`src/rtl/adc_rd_pkg.sv`:
```
package adc_rd_pkg;

  localparam int unsigned POS_W = 5;

  typedef enum logic [1:0] {
    ST_IDLE,
    ST_ACTIVE,
    ST_TAIL,
    ST_GAP
  } rdState_t;

  // Strobes from control to datapath
  typedef struct packed {
    logic             clearAll;
    logic             takeNull;
    logic             takeBit;
    logic [POS_W-1:0] bitPos;
    logic             finish;
  } rdStrobe_t;

endpackage

```
`src/rtl/adc_rd_ctrl.sv`:
```
module adc_rd_ctrl
  import adc_rd_pkg::*;
#(
  parameter int unsigned DIV_W       = 8,
  parameter int unsigned DATA_W      = 16,
  parameter int unsigned LEAD_EDGES  = 6,
  parameter int unsigned GAP_PERIODS = 2
) (
  input  logic                         clk,
  input  logic                         rst_n,
  input  logic                         start,
  input  logic [DIV_W-1:0]             clkDiv,
  input  logic [$clog2(DATA_W+1)-1:0]  bitCount,
  output logic                         csN,
  output logic                         sclk,
  output logic                         busy,
  output logic [$clog2(DATA_W+1)-1:0]  bitsUsed,
  output rdStrobe_t                    strb
);

  localparam int unsigned BITS_W = $clog2(DATA_W + 1);
  localparam int unsigned RISE_W = $clog2(LEAD_EDGES + DATA_W + 1);
  localparam int unsigned GAP_W  = $clog2(2 * GAP_PERIODS + 1);
  localparam logic [BITS_W-1:0] FULL_N   = BITS_W'(DATA_W);
  localparam logic [RISE_W-1:0] NULL_IDX = RISE_W'(LEAD_EDGES);
  localparam logic [RISE_W-1:0] TOP_IDX  = RISE_W'(DATA_W + LEAD_EDGES);
  localparam logic [GAP_W-1:0]  GAP_LAST = GAP_W'(2 * GAP_PERIODS - 1);

  rdState_t          state;
  logic [DIV_W-1:0]  phaseCnt;
  logic [DIV_W-1:0]  divReg;
  logic [BITS_W-1:0] nbReg;
  logic [RISE_W-1:0] riseCnt;
  logic [GAP_W-1:0]  gapCnt;

  logic [DIV_W-1:0]  effDiv;
  logic [BITS_W-1:0] effBits;
  logic [RISE_W-1:0] riseNext;
  logic [RISE_W-1:0] lastRise;
  logic              phaseEnd;

  always_comb begin
    effDiv = (clkDiv == '0) ? DIV_W'(1) : clkDiv;
    if (bitCount == '0)        effBits = BITS_W'(1);
    else if (bitCount > FULL_N) effBits = FULL_N;
    else                       effBits = bitCount;
    riseNext = riseCnt + 1'b1;
    lastRise = NULL_IDX + RISE_W'(nbReg);
    phaseEnd = (phaseCnt == '0);
  end

  always_comb begin
    strb          = '0;
    strb.clearAll = (state == ST_IDLE) && start;
    if (state == ST_ACTIVE && phaseEnd && !sclk) begin
      strb.takeNull = (riseNext == NULL_IDX);
      strb.takeBit  = (riseNext > NULL_IDX);
      strb.bitPos   = POS_W'(TOP_IDX - riseNext);
    end
    strb.finish = (state == ST_TAIL) && phaseEnd;
  end

  always_ff @(posedge clk or negedge rst_n) begin
    if (!rst_n) begin
      state    <= ST_IDLE;
      csN      <= 1'b1;
      sclk     <= 1'b0;
      phaseCnt <= '0;
      divReg   <= DIV_W'(1);
      nbReg    <= FULL_N;
      riseCnt  <= '0;
      gapCnt   <= '0;
    end else begin
      case (state)
        ST_IDLE: begin
          if (start) begin
            divReg   <= effDiv;
            nbReg    <= effBits;
            phaseCnt <= effDiv - 1'b1;
            riseCnt  <= '0;
            csN      <= 1'b0;
            sclk     <= 1'b0;
            state    <= ST_ACTIVE;
          end
        end
        ST_ACTIVE: begin
          if (phaseEnd) begin
            phaseCnt <= divReg - 1'b1;
            sclk     <= ~sclk;
            if (!sclk) begin
              riseCnt <= riseNext;
              if (riseNext == lastRise) state <= ST_TAIL;
            end
          end else begin
            phaseCnt <= phaseCnt - 1'b1;
          end
        end
        ST_TAIL: begin
          if (phaseEnd) begin
            sclk     <= 1'b0;
            csN      <= 1'b1;
            phaseCnt <= divReg - 1'b1;
            gapCnt   <= GAP_LAST;
            state    <= ST_GAP;
          end else begin
            phaseCnt <= phaseCnt - 1'b1;
          end
        end
        ST_GAP: begin
          if (phaseEnd) begin
            if (gapCnt == '0) begin
              state <= ST_IDLE;
            end else begin
              gapCnt   <= gapCnt - 1'b1;
              phaseCnt <= divReg - 1'b1;
            end
          end else begin
            phaseCnt <= phaseCnt - 1'b1;
          end
        end
        default: state <= ST_IDLE;
      endcase
    end
  end

  assign busy     = (state != ST_IDLE);
  assign bitsUsed = nbReg;

  AST_PHASE_HOLD: assert property (@(posedge clk) disable iff (!rst_n)
    (state == ST_ACTIVE && !phaseEnd) |=> $stable(sclk));
  AST_CS_FALL_LOW: assert property (@(posedge clk) disable iff (!rst_n)
    $fell(csN) |-> !sclk);
  AST_BITS_RANGE: assert property (@(posedge clk) disable iff (!rst_n)
    busy |-> (nbReg >= BITS_W'(1) && nbReg <= FULL_N));
  AST_QUIET_DESELECT: assert property (@(posedge clk) disable iff (!rst_n)
    csN |-> !sclk);
  AST_START_IGNORED: assert property (@(posedge clk) disable iff (!rst_n)
    (busy && start) |=> ($stable(divReg) && $stable(nbReg)));

endmodule

```
`src/rtl/adc_rd_dpath.sv`:
```
module adc_rd_dpath
  import adc_rd_pkg::*;
#(
  parameter int unsigned DATA_W = 16
) (
  input  logic              clk,
  input  logic              rst_n,
  input  logic              sdi,
  input  rdStrobe_t         strb,
  output logic [DATA_W-1:0] result,
  output logic              nullErr,
  output logic              resultValid
);

  localparam int unsigned IDX_W = $clog2(DATA_W);

  always_ff @(posedge clk or negedge rst_n) begin
    if (!rst_n) begin
      result      <= '0;
      nullErr     <= 1'b0;
      resultValid <= 1'b0;
    end else begin
      resultValid <= strb.finish;
      if (strb.clearAll) begin
        result  <= '0;
        nullErr <= 1'b0;
      end
      if (strb.takeNull) nullErr <= sdi;
      if (strb.takeBit)  result[strb.bitPos[IDX_W-1:0]] <= sdi;
    end
  end

  AST_VALID_ONE_SHOT: assert property (@(posedge clk) disable iff (!rst_n)
    resultValid |=> !resultValid);

endmodule

```
`src/rtl/adc_serial_reader.sv`:
```
module adc_serial_reader
  import adc_rd_pkg::*;
#(
  parameter int unsigned DIV_W       = 8,
  parameter int unsigned DATA_W      = 16,
  parameter int unsigned LEAD_EDGES  = 6,
  parameter int unsigned GAP_PERIODS = 2
) (
  input  logic                        clk,
  input  logic                        rst_n,
  input  logic                        start,
  input  logic [DIV_W-1:0]            clkDiv,
  input  logic [$clog2(DATA_W+1)-1:0] bitCount,
  input  logic                        sdi,
  output logic                        csN,
  output logic                        sclk,
  output logic                        busy,
  output logic [DATA_W-1:0]           result,
  output logic [$clog2(DATA_W+1)-1:0] resultBits,
  output logic                        nullErr,
  output logic                        resultValid
);

  rdStrobe_t strb;

  adc_rd_ctrl #(
    .DIV_W(DIV_W), .DATA_W(DATA_W),
    .LEAD_EDGES(LEAD_EDGES), .GAP_PERIODS(GAP_PERIODS)
  ) ctrl_i (
    .clk(clk), .rst_n(rst_n), .start(start), .clkDiv(clkDiv),
    .bitCount(bitCount), .csN(csN), .sclk(sclk), .busy(busy),
    .bitsUsed(resultBits), .strb(strb)
  );

  adc_rd_dpath #(.DATA_W(DATA_W)) dpath_i (
    .clk(clk), .rst_n(rst_n), .sdi(sdi), .strb(strb),
    .result(result), .nullErr(nullErr), .resultValid(resultValid)
  );

  AST_VALID_AT_DESELECT: assert property (@(posedge clk) disable iff (!rst_n)
    $rose(csN) |-> resultValid);

endmodule

```
`config.mk`:
```
export PLATFORM = sky130hd
export DESIGN_NAME = adc_serial_reader
export DESIGN_NICKNAME = d
export VERILOG_FILES = /design/src/rtl/adc_rd_pkg.sv /design/src/rtl/adc_rd_ctrl.sv /design/src/rtl/adc_rd_dpath.sv /design/src/rtl/adc_serial_reader.sv
export SDC_FILE = /design/constraint.sdc
export NUM_CORES = 1
export LEC_CHECK = 0
export CAP_MARGIN = 20
export CORE_ASPECT_RATIO = 1.25
export CORE_MARGIN = 2
export CORE_UTILIZATION = 60
export CTS_CLUSTER_SIZE = 30
export DETAILED_ROUTE_END_ITERATION = 12
export DONT_BUFFER_PORTS = 1
export HOLD_SLACK_MARGIN = 0.08
export PLACE_DENSITY_LB_ADDON = 0.15
export SKIP_CTS_REPAIR_TIMING = 1
export SLEW_MARGIN = 15
export SYNTH_ARGS = -nofsm -noshare
export SYNTH_HDL_FRONTEND = slang
export SYNTH_HIERARCHICAL = 1
export SYNTH_SLANG_ARGS = --single-unit
```
`constraint.sdc`:
```
create_clock -name clk -period 3.6 [get_ports clk]
set_input_delay 0.36 -clock clk [delete_from_list [all_inputs] [get_ports clk]]
set_output_delay 0.36 -clock clk [all_outputs]
set_load 0.01 [all_outputs]
```
==> run summary <==
total grt overflow: 0
number of global-route vias before repair: 2320
PortBufs: 0
first-pass GRT wire length: 10.84 mm
fin crit share: 0.8276
placed cell area: 0.003171 mm2
Routed WL: 6.578 mm
depth of the CTS H-tree: 2
starting density of the core: 0.6190
critical path peak fanout: 12
NetSw: 0.0009096 W
DR WL/cell: 16.61 um
Final ANT Viol Nets: 0
Leakage: 1.437 nW
clk sinks: 51
Vias/cell: 6.018
f_max: 335.6 MHz
maxcap violations: 0
Critical Path RT: 3.81 ns
Die Wd: 68.52 um
Post-DP HPWL: 4.812 mm
Netlist Area Pre-Place: 0.003122 mm2
I/O Pins: 43
Mapped Avg Cell Area: 9.403 um2
Placement Setup Slack: 0.6326 ns
syn_nets: 361
Worst-Margin Slew: 0.6053 ns
antenna violations before repair: 0
unrepaired setup endpoints after global routing: false
Fin Clk Skew: 0.01229 ns
DRT Pass-1 Iters: 4
gpl congestion: 0.9500
share of layout cells above drive strength 1: 0.1317
Tot GR Track Use: 0.2428
Die H: 84.65 um
Initial DRC Count: 113
final hold violation count: 0
WS Path Type: reg -> reg
pwr dens: 655.5 mW/mm2
Max Slew Vio Count: 0
Num CTS Buffers: 5
clock-pin slew on the worst setup and hold paths: 0.10 ns
detailed-route via count: 2383
# setup viols final: 0
Std-Cell Rows: 29
CP Launch Type: flop
Synth Instances: 332
CTS tree: built
Int Pwr: 0.001255 W
Slew HR: 0.5960
area growth from synthesis to layout: 5.772%
switching part of the total power: 0.4203
ant diodes: 0
commonest non-fill, non-tap cell in the layout: dfrtp_1
nets: 362
run status: completed
Root Driver: clkbuf_8
peak supply drop: 0.0003990 V
Flop pwr share: 0.422
Tmin final: 2.979 ns
power share of the clock group: 0.159
CTS Buffer Depth: 2
critical path arrival: 3.19 ns
Gate power share: 0.418
post-route cell area: 0.003302 mm2
largest net degree at the start of global routing: 52
Setup WS post-layout: 0.6207 ns
die area: 0.005799 mm2
Syn. warnings: 6
Hold WC Path Type: in -> reg
core area: 0.005044 mm2
commonest cells after routing, fill and taps aside: dfrtp_1, nor2_1, o21ai_0
clock latency on the worst-skew pair: 0.32 ns
DRC Markers: 0
crit end category: flop
setup_tns: 0 ns
[final timing paths]
path	start	slack (ns)	depth (start not counted)	endpoint
max	ctrl_i/phaseCnt[3]$_DFFE_PN0P_	0.62	7	dpath_i/result[4]$_DFF_PN0_
min	bitCount[4]	0.13	1	ctrl_i/bitsUsed[0]$_DFFE_PN0P_
max reg2reg	ctrl_i/phaseCnt[3]$_DFFE_PN0P_	0.62	7	dpath_i/result[4]$_DFF_PN0_
min reg2reg	ctrl_i/divReg[0]$_DFFE_PN1P_	0.51	2	ctrl_i/divReg[0]$_DFFE_PN1P_
max in group asynchronous	rst_n	2.76	2	ctrl_i/csN$_DFFE_PN1P_
min in group asynchronous	rst_n	0.56	2	dpath_i/result[3]$_DFF_PN0_
[per-stage QoR]
stage / total power [W] / std cells / hold WS, ns / utilization
floorplan: 0.001601 / 332 / 0.06441 / -
global placement: 0.001789 / 386 / 0.06568 / 0.6286
detailed placement: 0.001812 / 386 / 0.06571 / 0.6286
CTS: 0.002159 / 394 / -0.2863 / 0.6472
global route: 0.002347 / 396 / 0.1202 / 0.6547
finish: 0.002164 / 396 / 0.1265 / 0.6547
[power by group through the flow]
| stage | Clock, W | Sequential [W] | Combinational (W) |
|---|---|---|---|
| 2_1_floorplan | 0 | 0.000860 | 0.000740 |
| 3_3_place_gp | 0 | 0.000920 | 0.000869 |
| 3_5_place_dp | 0 | 0.000924 | 0.000888 |
| 4_1_cts | 0.000356 | 0.000913 | 0.000890 |
| 5_1_grt | 0.000379 | 0.000936 | 0.00103 |
| 6_report | 0.000345 | 0.000914 | 0.000906 |
[cell type report]
cell class              instances  area, um2
multi-input cells             254       1727
well taps                      62      77.57
fillers                       419       1742
flip-flops and latches         51       1280
repair buffers                  6      67.56
inverters                      15      56.30
clock buffers                   5      68.82
clock inverters                 3      25.02
[state kept, by name, summed over array words and instances, names as in the netlist, 2 cells and up]
name             count
ctrl_i/gapCnt        3
dpath_i/result      16
ctrl_i/state         2
ctrl_i/divReg        8
ctrl_i/bitsUsed      5
ctrl_i/riseCnt       5
ctrl_i/phaseCnt      8
[worst max-delay path, cell delays in order (launching register included)]
cell      delay (ns)
dfrtp_1         0.45
nor4_4          0.51
and2_4          0.32
nand3b_1        0.32
a21oi_1         0.57
nand2b_1        0.20
nand2b_1        0.21
mux2_4          0.30
[layer usage]
| metal | GRT usage | wire [um] | vias up |
|---|---|---|---|
| met5 | 0 | 0 | - |
| met4 | 0.08000 | 119 | 0 |
| met3 | 0.06032 | 440 | 9 |
| met2 | 0.4143 | 3373 | 65 |
| met1 | 0.2903 | 2644 | 1145 |
| li1 | - | - | 1164 |
Power figures use the tool's default switching activity.
